**src/rtl/capsense_ctl.sv**
```systemverilog
module capsense_ctl #(
  parameter int ADDR_W = 2,
  parameter logic [ADDR_W-1:0] CTRL_ADDR = ADDR_W'(0),
  parameter logic [ADDR_W-1:0] THLO_ADDR = ADDR_W'(1),
  parameter logic [ADDR_W-1:0] THHI_ADDR = ADDR_W'(2)
) (
  input  logic              clk,
  input  logic              rst_n,
  input  logic [ADDR_W-1:0] bus_addr,
  input  logic              bus_wr,
  input  logic [7:0]        bus_wdata,
  output logic [7:0]        bus_rdata,
  input  logic [2:0]        conv_mode,
  input  logic              conv_done,
  input  logic              scan_done,
  input  logic              retry_evt,
  input  logic [15:0]       result,
  input  logic              clr_eos,
  input  logic              clr_retry,
  input  logic              clr_cmp,
  input  logic              ie_done,
  input  logic              ie_eos,
  input  logic              ie_cmp,
  output logic              cnv_enable,
  output logic              cnv_start,
  output logic              irq
);
  logic en_q, eos_q, done_q, busy_q, cmpen_q, pme_q, cmpf_q, start_q;
  logic [7:0] thlo_q, thhi_q;

  wire ctrl_wr  = bus_wr && (bus_addr == CTRL_ADDR);
  wire mode_ok  = (conv_mode == 3'b000) || (conv_mode == 3'b110) || (conv_mode == 3'b111);
  wire start_ok = ctrl_wr && bus_wdata[4] && mode_ok;
  wire above    = result > {thhi_q, thlo_q};

  always_ff @(posedge clk or negedge rst_n) begin
    if (!rst_n) begin
      en_q <= 1'b0; eos_q <= 1'b0; done_q <= 1'b0; busy_q <= 1'b0;
      cmpen_q <= 1'b0; pme_q <= 1'b0; cmpf_q <= 1'b0; start_q <= 1'b0;
      thlo_q <= 8'h00; thhi_q <= 8'h00;
    end else begin
      start_q <= start_ok;
      if (ctrl_wr) begin
        en_q    <= bus_wdata[7];
        cmpen_q <= bus_wdata[3];
      end
      if (bus_wr && bus_addr == THLO_ADDR) thlo_q <= bus_wdata;
      if (bus_wr && bus_addr == THHI_ADDR) thhi_q <= bus_wdata;

      if (start_ok)       busy_q <= 1'b1;
      else if (conv_done) busy_q <= 1'b0;

      if (conv_done)    done_q <= 1'b1;
      else if (ctrl_wr) done_q <= bus_wdata[5];

      if (scan_done)    eos_q <= 1'b1;
      else if (clr_eos) eos_q <= 1'b0;

      if (retry_evt)      pme_q <= 1'b1;
      else if (clr_retry) pme_q <= 1'b0;

      if (conv_done && cmpen_q && above) cmpf_q <= 1'b1;
      else if (clr_cmp)                  cmpf_q <= 1'b0;
    end
  end

  always_comb begin
    bus_rdata = 8'h00;
    if (bus_addr == CTRL_ADDR)
      bus_rdata = {en_q, eos_q, done_q, busy_q, cmpen_q, 1'b0, pme_q, cmpf_q};
    else if (bus_addr == THLO_ADDR)
      bus_rdata = thlo_q;
    else if (bus_addr == THHI_ADDR)
      bus_rdata = thhi_q;
  end

  assign cnv_enable = en_q;
  assign cnv_start  = start_q;
  assign irq = (done_q & ie_done) | (eos_q & ie_eos) | (cmpf_q & ie_cmp);
endmodule

```
**config.mk**
```make
export PLATFORM = sky130hd
export DESIGN_NAME = capsense_ctl
export DESIGN_NICKNAME = d
export VERILOG_FILES = /design/src/rtl/capsense_ctl.sv
export SDC_FILE = /design/constraint.sdc
export NUM_CORES = 1
export LEC_CHECK = 0
export BUFFER_PORTS_ARGS = -buffer_cell sky130_fd_sc_hd__buf_4
export CAP_MARGIN = 20
export CORE_MARGIN = 5
export CORE_UTILIZATION = 50
export CTS_BUF_LIST = sky130_fd_sc_hd__clkbuf_4 sky130_fd_sc_hd__clkbuf_8
export CTS_CLUSTER_DIAMETER = 80
export DETAILED_ROUTE_END_ITERATION = 12
export HOLD_SLACK_MARGIN = 0.06
export PLACE_DENSITY = 0.78
export RECOVER_POWER = 100
export SETUP_SLACK_MARGIN = 0.02
export SLEW_MARGIN = 0
export SYNTH_ARGS = -nofsm -noshare
export SYNTH_HDL_FRONTEND = slang
export SYNTH_SLANG_ARGS = --single-unit
```
**constraint.sdc**
```tcl
create_clock -name clk -period 2.8 [get_ports clk]
set_clock_uncertainty 0.15 [all_clocks]
set_input_delay 0.28 -clock clk [delete_from_list [all_inputs] [get_ports clk]]
set_output_delay 0.28 -clock clk [all_outputs]
set_load 0.01 [all_outputs]
```
* Word level (Yosys, flattened, before mapping) *
Index checks and enable logic that the tools add are counted.

word-level totals
  bits in registers = 24
  logic and storage cells = 49

operators by class
  $lt $le $gt $ge = 1
  equal/unequal tests = 4
  multiplexer cells = 13
  bitwise gates (word level) = 5
  reductions and logical operators = 16

operators with widths
  kind                  count
  $mux W8               3
  $gt A16 B16 Y1        1
  $mux W1               10
  $reduce_bool A2 Y1    5
  $logic_and A1 B1 Y1   7
  $eq A3 B3 Y1 const B  2
  $and A1 B1 Y1         3
  $logic_not A3 Y1      1
  $eq A2 B1 Y1 const B  1
  $eq A2 B2 Y1 const B  1
  $logic_not A2 Y1      1
  $logic_or A1 B1 Y1    2
  $or A1 B1 Y1          2

* Longest topological paths before layout *
Gate-level depths: netlist of the first run.

  depth in word-level cells = 5
  depth in mapped cells = 6
  mapped depth without buffers = 6

* Least setup slack after synthesis of the first run *
Ideal clock, no wire load.

  path type = register -> register
  start = register thhi_q[7]
  end = register cmpf_q
  setup time = 126 ps
  arrival = 1555 ps
  data required time = 2524 ps
  setup slack = 969 ps
  cell stages (with the launch flop) = 7
  buffers on the path = 0
  clock period less this slack = 1831 ps
  cell sequence = dfrtp_1 inv_1 ha_1 nand4_2 o221ai_2 a311o_1 o32a_1

between the ends
  word-level cells in the longest chain between the ends = 3

RTL lines
  what                                           RTL line  text
  from (decl)                                    29        logic [7:0] thlo_q, thhi_q;
  from (signal assigned)                         48        if (bus_wr && bus_addr == THHI_ADDR) thhi_q <= bus_wdata;
  $gt A16 B16 Y1 *                               34        wire above = result > {thhi_q, thlo_q};
  $logic_and A1 B1 Y1 *                          62        if (conv_done && cmpen_q && above) cmpf_q <= 1'b1;
  $mux W1 or $reduce_bool A2 Y1 (tied branches)  --
  to (signal assigned)                           39        cmpen_q <= 1'b0; pme_q <= 1'b0; cmpf_q <= 1'b0; start_q <= 1'b0;
  to (signal assigned)                           62
  to (signal assigned)                           63        else if (clr_cmp) cmpf_q <= 1'b0;
  to (decl)                                      28        logic en_q, eos_q, done_q, busy_q, cmpen_q, pme_q, cmpf_q, start_q;

Every way passes the cells marked *; elsewhere a longest branch is shown, timed or not.
A chain may end at the register's enable or synchronous reset.

* Worst setup path in the final report of the first run *
Same ends and word-level chain as after synthesis.

==> results.ini, run 1 <==
[outcome]
status = finished clean

[sta]
hold_ws_ns = 0.0629
drv_slew = 0
fin_crit_ns = 2.13
rsz0062_at_grt = no
fmax_mhz = 470
tns_ns = 0
worst_pin_slew_ns = 1.27
final-hold-violation-count = 0
setup_viol = 0
slew_headroom = 0.156
post-route-period-util = 0.761

[global_route]
grt.total_usage = 0.186
grt_max_degree = 25
antenna_found_initial = 0
overflow = 0
grt_pass1_vias = 1302
grt_first_pass_wirelength_um = 6070

[synth]
ys.flop_type = dfrtp_1
synth_seq_cells = 24
synth_cell_types = 30
yosysWarningCount = 0
ys_seq_area_frac = 0.394
yosys-top-cells-area = dfrtp_1 39%, mux2_2 13%, ha_1 13%
syn_avg_cell_area_um2 = 10.5
syn_inst = 145
synth_top_area_cell = dfrtp_1
syn_area_mm2 = 0.00152
async_flop_share = 1.00
synth_top_area_frac = 0.394
syn_nets = 202
synth_edf_count = 0

[critical_path]
critPathLaunchType = flip-flop
critPathMaxFanout = 4
reg2reg_depth = 6
worstPathArrival_ns = 2.24
worstPathRequired_ns = 2.91
end_kind = flip-flop
critPathKind = reg2reg

[cells_and_area]
final_cell_area_mm2 = 0.00198
fin_nets = 264
fin_cells = 238
antenna-diode-count = 0
syn_to_final_growth_pct = 29.6
fillerInstances = 261
drive_above_1_share = 0.302

[clocking]
root_buffer = clkbuf_4
clock_latency_ns = 0.31
cts_tree = yes
hold_buffers = 8
cts-resized-gates = 0
clock_tree.buffer_depth = 2
clk_pin_slew_ns = 0.13
post_cts_buffers = 0
cts.sinks = 24
htree_levels = 1
cts_buffers = 3

[placement]
dpl.cell_count = 226
place_congestion = 0.848
port_buffers = 51
dpl_cell_area_mm2 = 0.00193
dpl.hpwl_um = 3010

[routing]
via_per_inst = 5.45
routed_wl_um = 3830
drt-pass1-iter-count = 4
postRouteAntennaNets = 0
vias = 1298
wl_per_cell_um = 16.1
drt-initial-drc-count = 37
drc = 0

[power_and_ir_drop]
p_leak_uw = 0.000978
p_per_area_mw_per_mm2 = 468
ir_worst_vdd_uv = 345

[worst_hold_path]
min_delay_path_depth = 2
hold_path_class = in2reg

[job]
max_cap_viol_count = 0

[floorplan]
ios = 52
initial_utilization = 0.512
die_y_um = 65.2
core-area_mm2 = 0.00298
die_w_um = 65.2
rows = 20
dieArea_mm2 = 0.00425

cell families after synthesis:
family,Yosys count,synth area share
flops,24,0.394
simple gates,28,0.103
fa+ha+maj,16,0.131
compound gates,28,0.127
mux,25,0.179
buf+inv,24,0.0649
registers in the layout (all words and copies together) (netlist names):
signal,count
busy_q,1
cmpen_q,1
cmpf_q,1
cnv_enable,1
cnv_start,1
done_q,1
eos_q,1
pme_q,1
thhi_q,8
thlo_q,8
synth_stat cells (all sizes together), types with 3 or more instances:
cell type  count
dfrtp         24
inv           21
mux2          18
ha            16
nand2         13
a21oi          8
o21ai          8
mux2i          7
nor2b          4
a21o           3
nor2           3
placed cells by master, fill, tap and decap left out, drive strengths merged:
| cell type | n |
|---|---|
| dfrtp | 24 |
| nor2b | 4 |
| a311o | 1 |
| dlygate4sd3 | 9 |
| a21boi | 1 |
| o22ai | 1 |
| a222oi | 1 |
| o32a | 1 |
| a21oi | 8 |
| nand4 | 2 |
| nor3 | 2 |
| a21o | 3 |
| mux2 | 18 |
| nand2 | 13 |
| nor3b | 1 |
| buf | 36 |
| a211o | 1 |
| o21ai | 8 |
| nor2 | 3 |
| inv | 21 |
| o221ai | 1 |
| clkbuf | 18 |
| and4 | 2 |
| nor4 | 1 |
| a22o | 1 |
| ha | 16 |
| mux2i | 7 |
| o211ai | 1 |
power by group:
part / internal (uW) / leakage (uW) / switching, uW
sequential: 402 / 0.000285 / 49.9
combinational: 170 / 0.000679 / 154
clock: 50.2 / 0.0000138 / 98.8
total: 622 / 0.000978 / 303
cell type report:
type / instances / area, um^2 / share of cell area
inverter: 21 / 78.8 / 0.0399
multi-input combinational: 97 / 808 / 0.409
timing repair buffer: 60 / 424 / 0.215
sequential: 24 / 601 / 0.304
tap: 33 / 41.3 / 0.0209
clock buffer: 3 / 22.5 / 0.0114
layer usage:
metal  vias to the layer above  part of all wire  GRT usage
met3                         4             0.047     0.0205
met5                         -                 0          0
li1                        637                 -          -
met4                         0             0.014     0.0570
met1                       620              0.40      0.217
met2                        37              0.54      0.351
path summary, 6_finish.rpt:
| path | startpoint | end | slack (ns) |
|---|---|---|---|
| setup / recovery | thhi_q[7] | cmpf_q | 0.67 |
| hold / removal | bus_wdata[5] | done_q | 0.06 |
| setup reg to reg | thhi_q[7] | cmpf_q | 0.67 |
| hold reg to reg | pme_q | pme_q | 0.34 |
| max in group asynchronous | rst_n | thlo_q[1] | 1.16 |
| min in group asynchronous | rst_n | eos_q | 0.60 |
stage by stage:
step | util | setup WS [ns] | total power, uW
after floorplan | - | 0.969 | 648
after global placement | 0.647 | 0.879 | 779
after global routing | 0.663 | 0.548 | 984
after detailed placement | 0.647 | 0.811 | 795
final | 0.663 | 0.670 | 925
after CTS | 0.682 | 0.783 | 950
worst max-delay path, stage by stage (launching register included):
cell and delay (ns):
dfrtp_1 0.39, inv_1 0.08, ha_1 0.35, nand4_2 0.17, nor4_1 0.45, a21boi_0 0.31
o32a_1 0.18
Power figures use the tool's default switching activity.
==> inputs of run 2 (changes only) <==
Clock period 2.8 ns to 2 ns, I/O delays scaled along.
==> run 2 against run 1 <==
Effect of this change:
- wire length increased by 8.7%
- worst setup slack got worse by 0.61 ns
- non-clock buffer count up 11
- core utilization up 4.8 points
- final area grew 7.3%
- combinational power is 51% higher
- total power rose by 60%
- register-to-register slack worse by 0.61 ns
- highest routed layer unchanged
==> results.ini, run 2 (same netlist as run 1, synthesis figures left out) <==
[outcome]
status = finished clean

[clocking]
cts_tree = yes
cts_buffers = 3
htree_levels = 1
clock_tree.buffer_depth = 2
root_buffer = clkbuf_4
clock_latency_ns = 0.33
clk_pin_slew_ns = 0.14
cts.sinks = 24

[global_route]
grt_pass1_vias = 1490
grt_max_degree = 25
antenna_found_initial = 0
overflow = 0
grt.total_usage = 0.215
grt_first_pass_wirelength_um = 6930

[critical_path]
critPathLaunchType = flip-flop
worstPathRequired_ns = 2.09
critPathKind = reg2reg
end_kind = flip-flop
worstPathArrival_ns = 2.02
critPathMaxFanout = 4

[cells_and_area]
top_regs = thhi_q: 8 flops, thlo_q: 8 flops
layout_commonest_cell = buf_4
layout_common_cells = 36 x buf_4, 24 x dfrtp_1, 21 x inv_1, 18 x mux2_2, 18 x dlygate4sd3_1
fillerInstances = 234
drive_above_1_share = 0.309
multiInputGateArea_um2 = 821
syn_to_final_growth_pct = 39.1
antenna-diode-count = 0
fin_nets = 275
regArea_um2 = 601
final_cell_area_mm2 = 0.00212

[power_and_ir_drop]
ir_worst_vdd_uv = 507
p_per_area_mw_per_mm2 = 699
p_leak_uw = 0.00104

[sta]
rsz0062_at_grt = no
fmax_mhz = 517
slew_headroom = 0.137
hold_ws_ns = 0.199
post-route-period-util = 0.967
setup_viol = 0
final-hold-violation-count = 0
postLayoutSetupSlackWorst_ns = 0.0652
tns_ns = 0
fin_crit_ns = 1.93
drv_slew = 0
worst_pin_slew_ns = 1.29

[floorplan]
dieArea_mm2 = 0.00425
ios = 52
core-area_mm2 = 0.00298
initial_utilization = 0.512
die_y_um = 65.2
die_w_um = 65.2
rows = 20

[routing]
via_per_inst = 5.46
drt-initial-drc-count = 48
wl_per_cell_um = 16.7
routed_wl_um = 4160
drc = 0
vias = 1366
postRouteAntennaNets = 0
drt-pass1-iter-count = 4

[worst_hold_path]
hold_path_class = in2reg

[placement]
port_buffers = 51
dpl_cell_area_mm2 = 0.00194
place_congestion = 0.860
dpl.hpwl_um = 3160
dp_worst_setup_slack_ns = 0.0838

[job]
max_cap_viol_count = 0

-- run 2: power breakdown --
group          internal (uW)  switching (uW)
clock network            203             158
logic                    259             233
registers                562            66.5
-- run 2: final timing paths --
| path | start | to | slack, ns | cells after the start |
|---|---|---|---|---|
| setup / recovery | thhi_q[7] | cmpf_q | 0.07 | 6 |
| hold / removal | bus_addr[0] | cnv_start | 0.20 | 4 |
| setup reg to reg | thhi_q[7] | cmpf_q | 0.07 | 6 |
| hold reg to reg | thlo_q[1] | thlo_q[1] | 0.41 | 1 |
| max in group asynchronous | rst_n | busy_q | 0.43 | 2 |
| min in group asynchronous | rst_n | thhi_q[3] | 0.51 | 2 |
-- run 2: layout make-up --
| class | instances | area share |
|---|---|---|
| clock buffers | 3 | 0.0106 |
| clock inverters | 1 | 0.0142 |
| inverters | 21 | 0.0372 |
| multi-input cells | 97 | 0.387 |
| flip-flops and latches | 24 | 0.283 |
| well taps | 33 | 0.0195 |
| repair buffers | 71 | 0.248 |
-- run 2: routing by layer --
layer  vias up  part of all wire  track usage
met4         0             0.018       0.0855
met1       671              0.44        0.271
li1        658                 -            -
met3         6             0.041       0.0274
met5         -                 0            0
met2        31              0.50        0.370
-- run 2: timing repair --
action | CTS | global route
resized for setup | 0 | 1
buffers inserted | 0 | 1
endpoints found under the setup margin | 0 | 1
hold buffers | 18 | 0
endpoints found under the hold margin | 48 | 0
-- run 2: critical path, stage by stage (launching register included) --
cell and delay [ns]:
dfrtp_1 0.38, inv_1 0.05, ha_1 0.33, nand4_2 0.15, o221ai_2 0.11, a311o_1 0.33
o32a_1 0.34
-- run 2: metrics by stage --
stage                     instances  total power, uW   util
after floorplan                 145              907      -
after global placement          227             1090  0.650
after detailed placement        227             1120  0.650
after CTS                       249             1510  0.728
after global routing            250             1580  0.712
final                           250             1480  0.712
==> inputs of run 3 (changes only) <==
Settings changed: CTS_BUF_LIST sky130_fd_sc_hd__clkbuf_4 sky130_fd_sc_hd__clkbuf_8 to sky130_fd_sc_hd__clkbuf_16.
==> run 3 against run 2 <==
Effect of this change:
- final cell count fell by 2.0%
- combinational power barely moved
- core utilization fell by 0.13 points
- clock-buffer cell count did not move
- final area fell by 0.18%
- largest cell class unchanged
==> results.ini, run 3 (same netlist as run 1, synthesis figures left out) <==
[outcome]
status = finished clean

[clocking]
clock_tree.buffer_depth = 2
htree_levels = 1
cts.sinks = 24
clock_latency_ns = 0.26
cts_buffers = 3
root_buffer = clkbuf_16
clk_pin_slew_ns = 0.07
cts_tree = yes

[global_route]
grt_pass1_vias = 1464
overflow = 0
grt.total_usage = 0.208
antenna_found_initial = 0
grt_max_degree = 25
grt_first_pass_wirelength_um = 6780

[routing]
postRouteAntennaNets = 0
wl_per_cell_um = 16.7
drc = 0
drt-pass1-iter-count = 4
routed_wl_um = 4100
via_per_inst = 5.57
vias = 1364
drt-initial-drc-count = 71

[power_and_ir_drop]
clkPwrFrac = 0.339
p_leak_uw = 0.00104
p_sw_frac = 0.281
p_per_area_mw_per_mm2 = 800
switchingPower_uw = 476
p_int_uw = 1220
comb_power_share = 0.290
pwr-share-seq = 0.372
ir_worst_vdd_uv = 465

[floorplan]
initial_utilization = 0.512
rows = 20
ios = 52
die_y_um = 65.2
die_w_um = 65.2
core-area_mm2 = 0.00298
dieArea_mm2 = 0.00425

[critical_path]
path_cells = inv_1, ha_1, nand4_2, o221ai_2, a311o_1, o32a_1
critPathKind = reg2reg
critical_path_buf_inv_count = 1
slowest_delay_ns = 0.36
end_kind = flip-flop
r2r-start = thhi_q[7]
critPathMaxFanout = 4
critPathLaunchType = flip-flop
worstPathArrival_ns = 1.93
cpMaxStageDelayCell = dfrtp_1
reg2reg_depth = 6
worstPathRequired_ns = 2.00
r2r_end = cmpf_q
path_delay_family = compound AO/OA/AOI/OAI gates
r2r_slack_ns = 0.06

[sta]
slew_headroom = 0.545
fmax_mhz = 517
setup_viol = 0
post-route-period-util = 0.968
postLayoutSetupSlackWorst_ns = 0.0643
worst_pin_slew_ns = 0.681
rsz0062_at_grt = no
fin_crit_ns = 1.94
final-hold-violation-count = 0
tns_ns = 0
drv_slew = 0

[cells_and_area]
top_regs = thhi_q: 8 flops, thlo_q: 8 flops
antenna-diode-count = 0
layout_commonest_cell = buf_4
layout_common_cells = 38 x buf_4, 24 x dfrtp_1, 21 x inv_1, 18 x mux2_2, 16 x ha_1
fin_cells = 245
fin_nets = 270
utilization = 0.711
syn_to_final_growth_pct = 38.8
drive_above_1_share = 0.321
final_cell_area_mm2 = 0.00212

[placement]
port_buffers = 51
dp_worst_setup_slack_ns = 0.0838
dpl.hpwl_um = 3160
dpl.cell_count = 227
dpl_cell_area_mm2 = 0.00194
place_congestion = 0.860

[job]
max_cap_viol_count = 0

[worst_hold_path]
min_from = clr_retry
min_delay_path_depth = 3
hold_end = pme_q
hold_path_class = in2reg

==> run 3: worst min-delay path: stages <==
cell and delay, ns:
buf_4 0.11, inv_1 0.04, a21o_1 0.10
==> run 3: cell type report <==
type / instances / area [um^2]
inverter: 21 / 78.8
sequential: 24 / 601
tap: 33 / 41.3
fill: 232 / 862
timing repair buffer: 66 / 474
multi-input combinational: 97 / 816
clock buffer: 3 / 75.1
clock inverter: 1 / 30.0
==> run 3: per-stage QoR <==
| stage | total power [uW] | hold WS (ns) |
|---|---|---|
| 2_1_floorplan | 907 | -0.246 |
| 3_5_place_dp | 1120 | -0.0362 |
| 5_1_grt | 1790 | 0.0826 |
| 6_report | 1690 | 0.0688 |
| 4_1_cts | 1710 | 0.0719 |
| 3_3_place_gp | 1090 | -0.0361 |
==> run 3: what timing repair did <==
| item | in CTS | in global routing |
|---|---|---|
| setup endpoints to repair | 0 | 1 |
| hold buffers | 12 | 0 |
| setup buffers | 0 | 2 |
| resized for setup | 0 | 1 |
| hold endpoints to repair | 43 | 0 |
==> run 3: power groups by stage <==
stage / Sequential [uW] / Combinational (uW) / Clock (uW)
after floorplan: 615 / 292 / 0
after global placement: 630 / 463 / 0
after detailed placement: 636 / 482 / 0
after CTS: 630 / 506 / 572
after global routing: 639 / 550 / 602
final: 630 / 490 / 574
==> run 3: per-layer routing <==
layer / up-vias / share of wire / wire length [um] / track usage
met5: - / 0 / 0 / 0
met4: 0 / 0.015 / 61 / 0.0777
met3: 6 / 0.054 / 221 / 0.0291
met2: 45 / 0.51 / 2070 / 0.358
met1: 667 / 0.43 / 1740 / 0.263
li1: 646 / - / - / -
==> run 3: worst max path at each step <==
| stage | end | depth (start not counted) | from |
|---|---|---|---|
| 2_1_floorplan | cmpf_q | 6 | thhi_q[7] |
| 3_3_place_gp | cmpf_q | 6 | thhi_q[7] |
| 3_5_place_dp | cmpf_q | 6 | thhi_q[3] |
| 4_1_cts | cmpf_q | 6 | thhi_q[7] |
| 5_1_grt | cmpf_q | 6 | thhi_q[7] |
| 6_report | cmpf_q | 6 | thhi_q[7] |
